--- config.mk ---
export PLATFORM = sky130hd
export DESIGN_NAME = asram_ctrl
export DESIGN_NICKNAME = d
export VERILOG_FILES = /design/src/rtl/asram_pkg.sv /design/src/rtl/asram_timer.sv /design/src/rtl/asram_seq.sv /design/src/rtl/asram_dpath.sv /design/src/rtl/asram_ctrl.sv
export SDC_FILE = /design/constraint.sdc
export NUM_CORES = 1
export LEC_CHECK = 0
export BUFFER_PORTS_ARGS = -buffer_cell sky130_fd_sc_hd__buf_2
export CAP_MARGIN = 10
export CORE_ASPECT_RATIO = 0.5
export CORE_MARGIN = 2
export CORE_UTILIZATION = 40
export CTS_CLUSTER_DIAMETER = 80
export DETAILED_ROUTE_END_ITERATION = 8
export RECOVER_POWER = 100
export SLEW_MARGIN = 10
export SYNTH_ARGS = -nofsm -noshare
export SYNTH_HDL_FRONTEND = slang
export SYNTH_SLANG_ARGS = --single-unit
--- constraint.sdc ---
create_clock -name clk -period 2.6 [get_ports clk]
set_input_delay 0.26 -clock clk [delete_from_list [all_inputs] [get_ports clk]]
set_output_delay 0.26 -clock clk [all_outputs]
set_load 0.02 [all_outputs]
--- src/rtl/asram_pkg.sv ---
package asram_pkg;
   typedef enum logic [2:0] {
      PH_IDLE   = 3'd0,
      PH_SETUP  = 3'd1,
      PH_WPULSE = 3'd2,
      PH_WHOLD  = 3'd3,
      PH_RPULSE = 3'd4
   } asram_phase_e;

   typedef struct packed {
      logic ce_n;
      logic we_n;
      logic oe_n;
      logic dq_oe;
      logic ready;
   } asram_strobe_t;

   function automatic asram_strobe_t strobe_of(asram_phase_e ph);
      asram_strobe_t s;
      s = '{ce_n: 1'b1, we_n: 1'b1, oe_n: 1'b1, dq_oe: 1'b0, ready: 1'b0};
      case (ph)
         PH_IDLE:   s.ready = 1'b1;
         PH_SETUP:  s.ce_n  = 1'b0;
         PH_WPULSE: begin s.ce_n = 1'b0; s.we_n = 1'b0; s.dq_oe = 1'b1; end
         PH_WHOLD:  begin s.ce_n = 1'b0; s.dq_oe = 1'b1; end
         PH_RPULSE: begin s.ce_n = 1'b0; s.oe_n = 1'b0; end
         default:   s.ready = 1'b1;
      endcase
      return s;
   endfunction
endpackage

--- src/rtl/asram_timer.sv ---
module asram_timer #(
   parameter int CNT_W = 6
) (
   input  logic             clk,
   input  logic             rst_n,
   input  logic             start,
   input  logic             run,
   output logic [CNT_W-1:0] elapsed
);
   localparam logic [CNT_W-1:0] ONE = {{(CNT_W-1){1'b0}}, 1'b1};

   always_ff @(posedge clk or negedge rst_n) begin
      if (!rst_n)     elapsed <= '0;
      else if (start) elapsed <= ONE;
      else if (run)   elapsed <= elapsed + ONE;
   end
endmodule

--- src/rtl/asram_seq.sv ---
module asram_seq
   import asram_pkg::*;
#(
   parameter int CNT_W = 6
) (
   input  logic             clk,
   input  logic             rst_n,
   input  logic             req_valid,
   input  logic             write_q,
   input  logic [CNT_W-1:0] n_q,
   input  logic [CNT_W-1:0] k_q,
   input  logic [CNT_W-1:0] l_q,
   input  logic [CNT_W-1:0] elapsed,
   output logic             accept,
   output logic             tmr_start,
   output logic             tmr_run,
   output logic             capture,
   output logic             ce_n,
   output logic             we_n,
   output logic             oe_n,
   output logic             dq_oe,
   output logic             ready
);
   asram_phase_e  ph_q, ph_d;
   asram_strobe_t strb_d;

   assign accept = req_valid && ready;

   always_comb begin
      ph_d      = ph_q;
      tmr_start = 1'b0;
      tmr_run   = 1'b0;
      case (ph_q)
         PH_IDLE:   if (accept) ph_d = PH_SETUP;
         PH_SETUP:  begin
            tmr_start = 1'b1;
            ph_d      = write_q ? PH_WPULSE : PH_RPULSE;
         end
         PH_WPULSE: begin
            tmr_run = 1'b1;
            if (elapsed == n_q) ph_d = PH_WHOLD;
         end
         PH_WHOLD:  ph_d = PH_IDLE;
         PH_RPULSE: begin
            tmr_run = 1'b1;
            if (elapsed == l_q) ph_d = PH_IDLE;
         end
         default:   ph_d = PH_IDLE;
      endcase
   end

   assign capture = (ph_q == PH_RPULSE) && (elapsed == k_q);
   assign strb_d  = strobe_of(ph_d);

   always_ff @(posedge clk or negedge rst_n) begin
      if (!rst_n) begin
         ph_q  <= PH_IDLE;
         ce_n  <= 1'b1;
         we_n  <= 1'b1;
         oe_n  <= 1'b1;
         dq_oe <= 1'b0;
         ready <= 1'b1;
      end else begin
         ph_q  <= ph_d;
         ce_n  <= strb_d.ce_n;
         we_n  <= strb_d.we_n;
         oe_n  <= strb_d.oe_n;
         dq_oe <= strb_d.dq_oe;
         ready <= strb_d.ready;
      end
   end
endmodule

--- src/rtl/asram_dpath.sv ---
module asram_dpath #(
   parameter int ADDR_W         = 15,
   parameter int DATA_W         = 8,
   parameter int CNT_W          = 6,
   parameter bit HOLD_IDLE_ADDR = 1'b1
) (
   input  logic              clk,
   input  logic              rst_n,
   input  logic              accept,
   input  logic              req_write,
   input  logic [ADDR_W-1:0] req_addr,
   input  logic [DATA_W-1:0] req_wdata,
   input  logic [CNT_W-1:0]  cfg_cycle,
   input  logic [CNT_W-1:0]  cfg_oe,
   input  logic              capture,
   input  logic              standby,
   input  logic [DATA_W-1:0] mem_dq_in,
   output logic              write_q,
   output logic [CNT_W-1:0]  n_q,
   output logic [CNT_W-1:0]  k_q,
   output logic [CNT_W-1:0]  l_q,
   output logic [ADDR_W-1:0] mem_addr,
   output logic [DATA_W-1:0] mem_dq_out,
   output logic              rd_valid,
   output logic [DATA_W-1:0] rd_data
);
   localparam logic [CNT_W-1:0] ONE = {{(CNT_W-1){1'b0}}, 1'b1};

   logic [ADDR_W-1:0] addr_q;
   logic [DATA_W-1:0] wdata_q;
   logic [CNT_W-1:0]  n_c, k_c;

   assign n_c = (cfg_cycle == '0) ? ONE : cfg_cycle;
   assign k_c = (cfg_oe == '0)    ? ONE : cfg_oe;

   always_ff @(posedge clk or negedge rst_n) begin
      if (!rst_n) begin
         addr_q  <= '0;
         wdata_q <= '0;
         write_q <= 1'b0;
         n_q     <= ONE;
         k_q     <= ONE;
         l_q     <= ONE;
      end else if (accept) begin
         addr_q  <= req_addr;
         wdata_q <= req_wdata;
         write_q <= req_write;
         n_q     <= n_c;
         k_q     <= k_c;
         l_q     <= (k_c > n_c) ? k_c : n_c;
      end
   end

   always_ff @(posedge clk or negedge rst_n) begin
      if (!rst_n) begin
         rd_valid <= 1'b0;
         rd_data  <= '0;
      end else begin
         rd_valid <= capture;
         if (capture) rd_data <= mem_dq_in;
      end
   end

   assign mem_dq_out = wdata_q;

   generate
      if (HOLD_IDLE_ADDR) begin : g_addr_hold
         assign mem_addr = addr_q;
      end else begin : g_addr_zero
         assign mem_addr = standby ? '0 : addr_q;
      end
   endgenerate
endmodule

--- src/rtl/asram_ctrl.sv ---
module asram_ctrl #(
   parameter int ADDR_W         = 15,
   parameter int DATA_W         = 8,
   parameter int CNT_W          = 6,
   parameter bit HOLD_IDLE_ADDR = 1'b1
) (
   input  logic              clk,
   input  logic              rst_n,
   input  logic              req_valid,
   output logic              req_ready,
   input  logic              req_write,
   input  logic [ADDR_W-1:0] req_addr,
   input  logic [DATA_W-1:0] req_wdata,
   input  logic [CNT_W-1:0]  cfg_cycle,
   input  logic [CNT_W-1:0]  cfg_oe,
   output logic              rd_valid,
   output logic [DATA_W-1:0] rd_data,
   output logic              mem_ce_n,
   output logic              mem_we_n,
   output logic              mem_oe_n,
   output logic [ADDR_W-1:0] mem_addr,
   output logic [DATA_W-1:0] mem_dq_out,
   output logic              mem_dq_oe,
   input  logic [DATA_W-1:0] mem_dq_in
);
   generate
      if (ADDR_W < 1 || ADDR_W > 32) begin : g_bad_addr
         $error("asram_ctrl: ADDR_W must lie in 1..32");
      end
      if (DATA_W < 1) begin : g_bad_data
         $error("asram_ctrl: DATA_W must be at least 1");
      end
      if (CNT_W < 2 || CNT_W > 16) begin : g_bad_cnt
         $error("asram_ctrl: CNT_W must lie in 2..16");
      end
   endgenerate

   logic             accept, tmr_start, tmr_run, capture, write_q;
   logic [CNT_W-1:0] n_q, k_q, l_q, elapsed;

   asram_timer #(.CNT_W(CNT_W)) u_timer (
      .clk     (clk),
      .rst_n   (rst_n),
      .start   (tmr_start),
      .run     (tmr_run),
      .elapsed (elapsed)
   );

   asram_seq #(.CNT_W(CNT_W)) u_seq (
      .clk       (clk),
      .rst_n     (rst_n),
      .req_valid (req_valid),
      .write_q   (write_q),
      .n_q       (n_q),
      .k_q       (k_q),
      .l_q       (l_q),
      .elapsed   (elapsed),
      .accept    (accept),
      .tmr_start (tmr_start),
      .tmr_run   (tmr_run),
      .capture   (capture),
      .ce_n      (mem_ce_n),
      .we_n      (mem_we_n),
      .oe_n      (mem_oe_n),
      .dq_oe     (mem_dq_oe),
      .ready     (req_ready)
   );

   asram_dpath #(
      .ADDR_W         (ADDR_W),
      .DATA_W         (DATA_W),
      .CNT_W          (CNT_W),
      .HOLD_IDLE_ADDR (HOLD_IDLE_ADDR)
   ) u_dpath (
      .clk        (clk),
      .rst_n      (rst_n),
      .accept     (accept),
      .req_write  (req_write),
      .req_addr   (req_addr),
      .req_wdata  (req_wdata),
      .cfg_cycle  (cfg_cycle),
      .cfg_oe     (cfg_oe),
      .capture    (capture),
      .standby    (mem_ce_n),
      .mem_dq_in  (mem_dq_in),
      .write_q    (write_q),
      .n_q        (n_q),
      .k_q        (k_q),
      .l_q        (l_q),
      .mem_addr   (mem_addr),
      .mem_dq_out (mem_dq_out),
      .rd_valid   (rd_valid),
      .rd_data    (rd_data)
   );
endmodule

==> metrics.txt <==
drt via density 4.956; nature of the critical path endpoint register; Mapped Cells 314; WL/cell 13.71 um; maximum vdd drop 0.0005020 V; Synth Area in Adders 2.977%; Detailed Route Iter0 Violations 169; synthesized area per cell 9.368 um2; post_cts resized 0; grt total ovfl 0; largest family of logic cells by synthesized area simple AND/OR/NAND/NOR gates; Sequential Area 0.001609 mm2; chip width 125.3 um; leakage 1.793 nW; drt pass-1 iters 5; DR DRC count 0; Gate power share 33.9%; GP Congestion 0.8987; Num CTS Buffers 9; share of cells above drive strength 1 20.00%; DR vias 2458; Core Footprint 0.007212 mm2; clock slew seen by the registers of the worst setup and hold paths 60 ps; simple-gate share of the synthesized area 23.39%; reg-to-reg startpoint u_seq.ph_q[0]; busiest metal layer after global routing met2; clock buffer depth 2; Setup WS post-layout 510.3 ps; DP Area 0.003443 mm2; Die ar. 0.008098 mm2; multi-input logic area 0.001210 mm2; RSZ-0062 raised after global routing false; slew margin rel. 41.28%; internal power 2.825 mW; P per Cell Area 1243 mW/mm2; GRT Overall Usage 17.71%; largest net degree at the start of global routing 30; CTS tree done; min-delay src req_addr[10]; final slew viol count 0; met1 Use GR 22.09%; Total Nets Final 449; P&R area growth vs syn 25.52%; Seq/Total Area, Yosys 54.70%; max-cap viol count 0; worst path required time 2810 ps; # setup viols final 0; clk_skew 10.53 ps; met3 Track Usage GR 5.037%; vias in the first global route 2405; Crit Path Max Fanout 9; Final Cycle Share 80.37%; FF+latch count, synth 64; Critical Path AT 2300 ps; commonest cells after routing, fill and taps aside nand2_1 (101), dfrtp_1 (58), buf_2 (45), clkbuf_1 (41), xnor2_1 (16); NetSw 1.764 mW; Clock power frac 26.2%; kind of critical path reg2reg; Netlist Area Pre-Place 0.002942 mm2; Hold Worst Slack 116.8 ps; Ports 84; Initial Utilization 40.79%; Final TNS setup 0 ps; post-synthesis mux area share 3.063%; die height 64.64 um; # diodes 0; Place WS 521.0 ps; crit start category register; crit path from u_seq.ph_q[0]; # fillers 694; HPWL Detailed 5016 um; CTS root buf clkbuf_16; initial antenna violation count 0; clock sink count 64; Routed Wire Length 6802 um; Least-Margin Pin Slew 880.8 ps; Mapped Nets 368; Final Cell Area 0.003692 mm2; XOR/XNOR Fraction of Synth Area 7.146%; global-route wire length before repair 11230 um; Final Hold Vio Count 0; grt met2 use 29.42%; synth unique cells 30; commonest non-fill, non-tap cell in the layout nand2_1; fmax 478.5 MHz; Hold Crit Class in2reg; Buffers on Ports 83; CTS H-Tree Depth 3; Synthesis Warnings 0; min cycle time layout 2090 ps; run status complete, no violations; Worst-Skew Late Latency 330 ps; antenna-violating nets left 0; Site Rows 22; sequential power share 39.9%; Sw Ratio 38.44%; compound-cell area share of the yosys netlist 4.636%
-- metrics by stage --
step / instances / total power, mW / utilization [%]
CTS: 496 / 4.707 / 52.05
global placement: 479 / 3.428 / 47.74
detailed placement: 479 / 3.485 / 47.74
global route: 496 / 4.898 / 51.20
finish: 496 / 4.589 / 51.20
floorplan: 314 / 2.932 / -
-- cells by family after synthesis --
family / Yosys count
simple gates: 155
flops: 64
buf+inv: 31
compound gates: 25
xor+xnor: 24
mux: 8
fa+ha+maj: 7
-- critical path: stages, from the launching register on --
cell and delay, ps:
dfrtp_1 440, or3b_1 470, nor4_4 640, mux2_2 410
-- layout make-up --
type,instances,share of cell area [%]
inverters,11,1.118
multi-input cells,219,32.77
clock buffers,13,7.048
flip-flops and latches,64,43.58
clock inverters,3,1.084
well taps,96,3.253
repair buffers,90,11.15
-- power by group through the flow --
stage          clock network (mW)  registers [mW]  logic [mW]
5_1_grt                      1.27            1.89        1.73
3_5_place_dp                    0            1.83        1.66
4_1_cts                      1.22            1.82        1.66
3_3_place_gp                    0            1.81        1.61
2_1_floorplan                   0            2.02       0.908
6_report                     1.20            1.83        1.56
-- sequential cells by signal (all words and copies together), names as in the netlist --
signal and cells:
u_seq.we_n 1, u_seq.ce_n 1, u_dpath.l_q 6, u_timer.elapsed 6, u_seq.ph_q 3, u_dpath.write_q 1
u_seq.oe_n 1, u_dpath.rd_valid 1, u_dpath.mem_addr 15, u_dpath.n_q 6, u_dpath.k_q 6, u_dpath.mem_dq_out 8
u_dpath.rd_data 8, u_seq.dq_oe 1
-- path summary, 6_finish.rpt --
| check | to | slack (ps) | cells after the start |
|---|---|---|---|
| setup / recovery | u_dpath.rd_data[2] | 510 | 3 |
| hold / removal | u_dpath.mem_addr[10] | 120 | 3 |
| setup reg to reg | u_dpath.rd_data[2] | 510 | 3 |
| hold reg to reg | u_dpath.mem_addr[3] | 470 | 2 |
| max in group asynchronous | u_seq.ph_q[2] | 850 | 3 |
| min in group asynchronous | u_dpath.l_q[5] | 570 | 2 |
-- repair_timing --
| action | CTS | global route |
|---|---|---|
| hold buffers | 1 | 0 |
| hold endpoints to repair | 15 | 0 |
| buffers inserted | 0 | 0 |
-- metal layers --
| metal | wire [um] | share of wire (%) |
|---|---|---|
| met5 | 0 | 0 |
| met3 | 336 | 4.9 |
| met2 | 3141 | 46 |
| met4 | 115 | 1.7 |
| met1 | 3209 | 47 |
-- cells in the mapped netlist --
library cell	count	area share [%]
xnor2_1	16	4.8
ha_1	7	3.0
o21ai_0	9	1.5
or2_2	1	0.21
a31oi_1	2	0.43
nor2_1	13	1.7
xor2_1	8	2.4
buf_1	3	0.38
and2_1	1	0.21
nor3_1	12	2.0
dfstp_2	6	5.4
or3b_4	1	0.38
o21ai_1	1	0.17
nand2b_1	2	0.43
o221a_2	1	0.38
nor3b_1	1	0.26
o22ai_1	2	0.43
nand2_1	101	13
nand3_1	3	0.51
nor4_1	12	2.6
buf_4	1	0.26
a21oi_1	10	1.7
clkbuf_1	16	2.0
and3_1	2	0.43
inv_1	11	1.4
nor4_4	1	0.72
mux2_2	8	3.1
nand3b_1	1	0.26
dfrtp_1	58	49
nand4_1	4	0.85
Power figures use the tool's default switching activity.
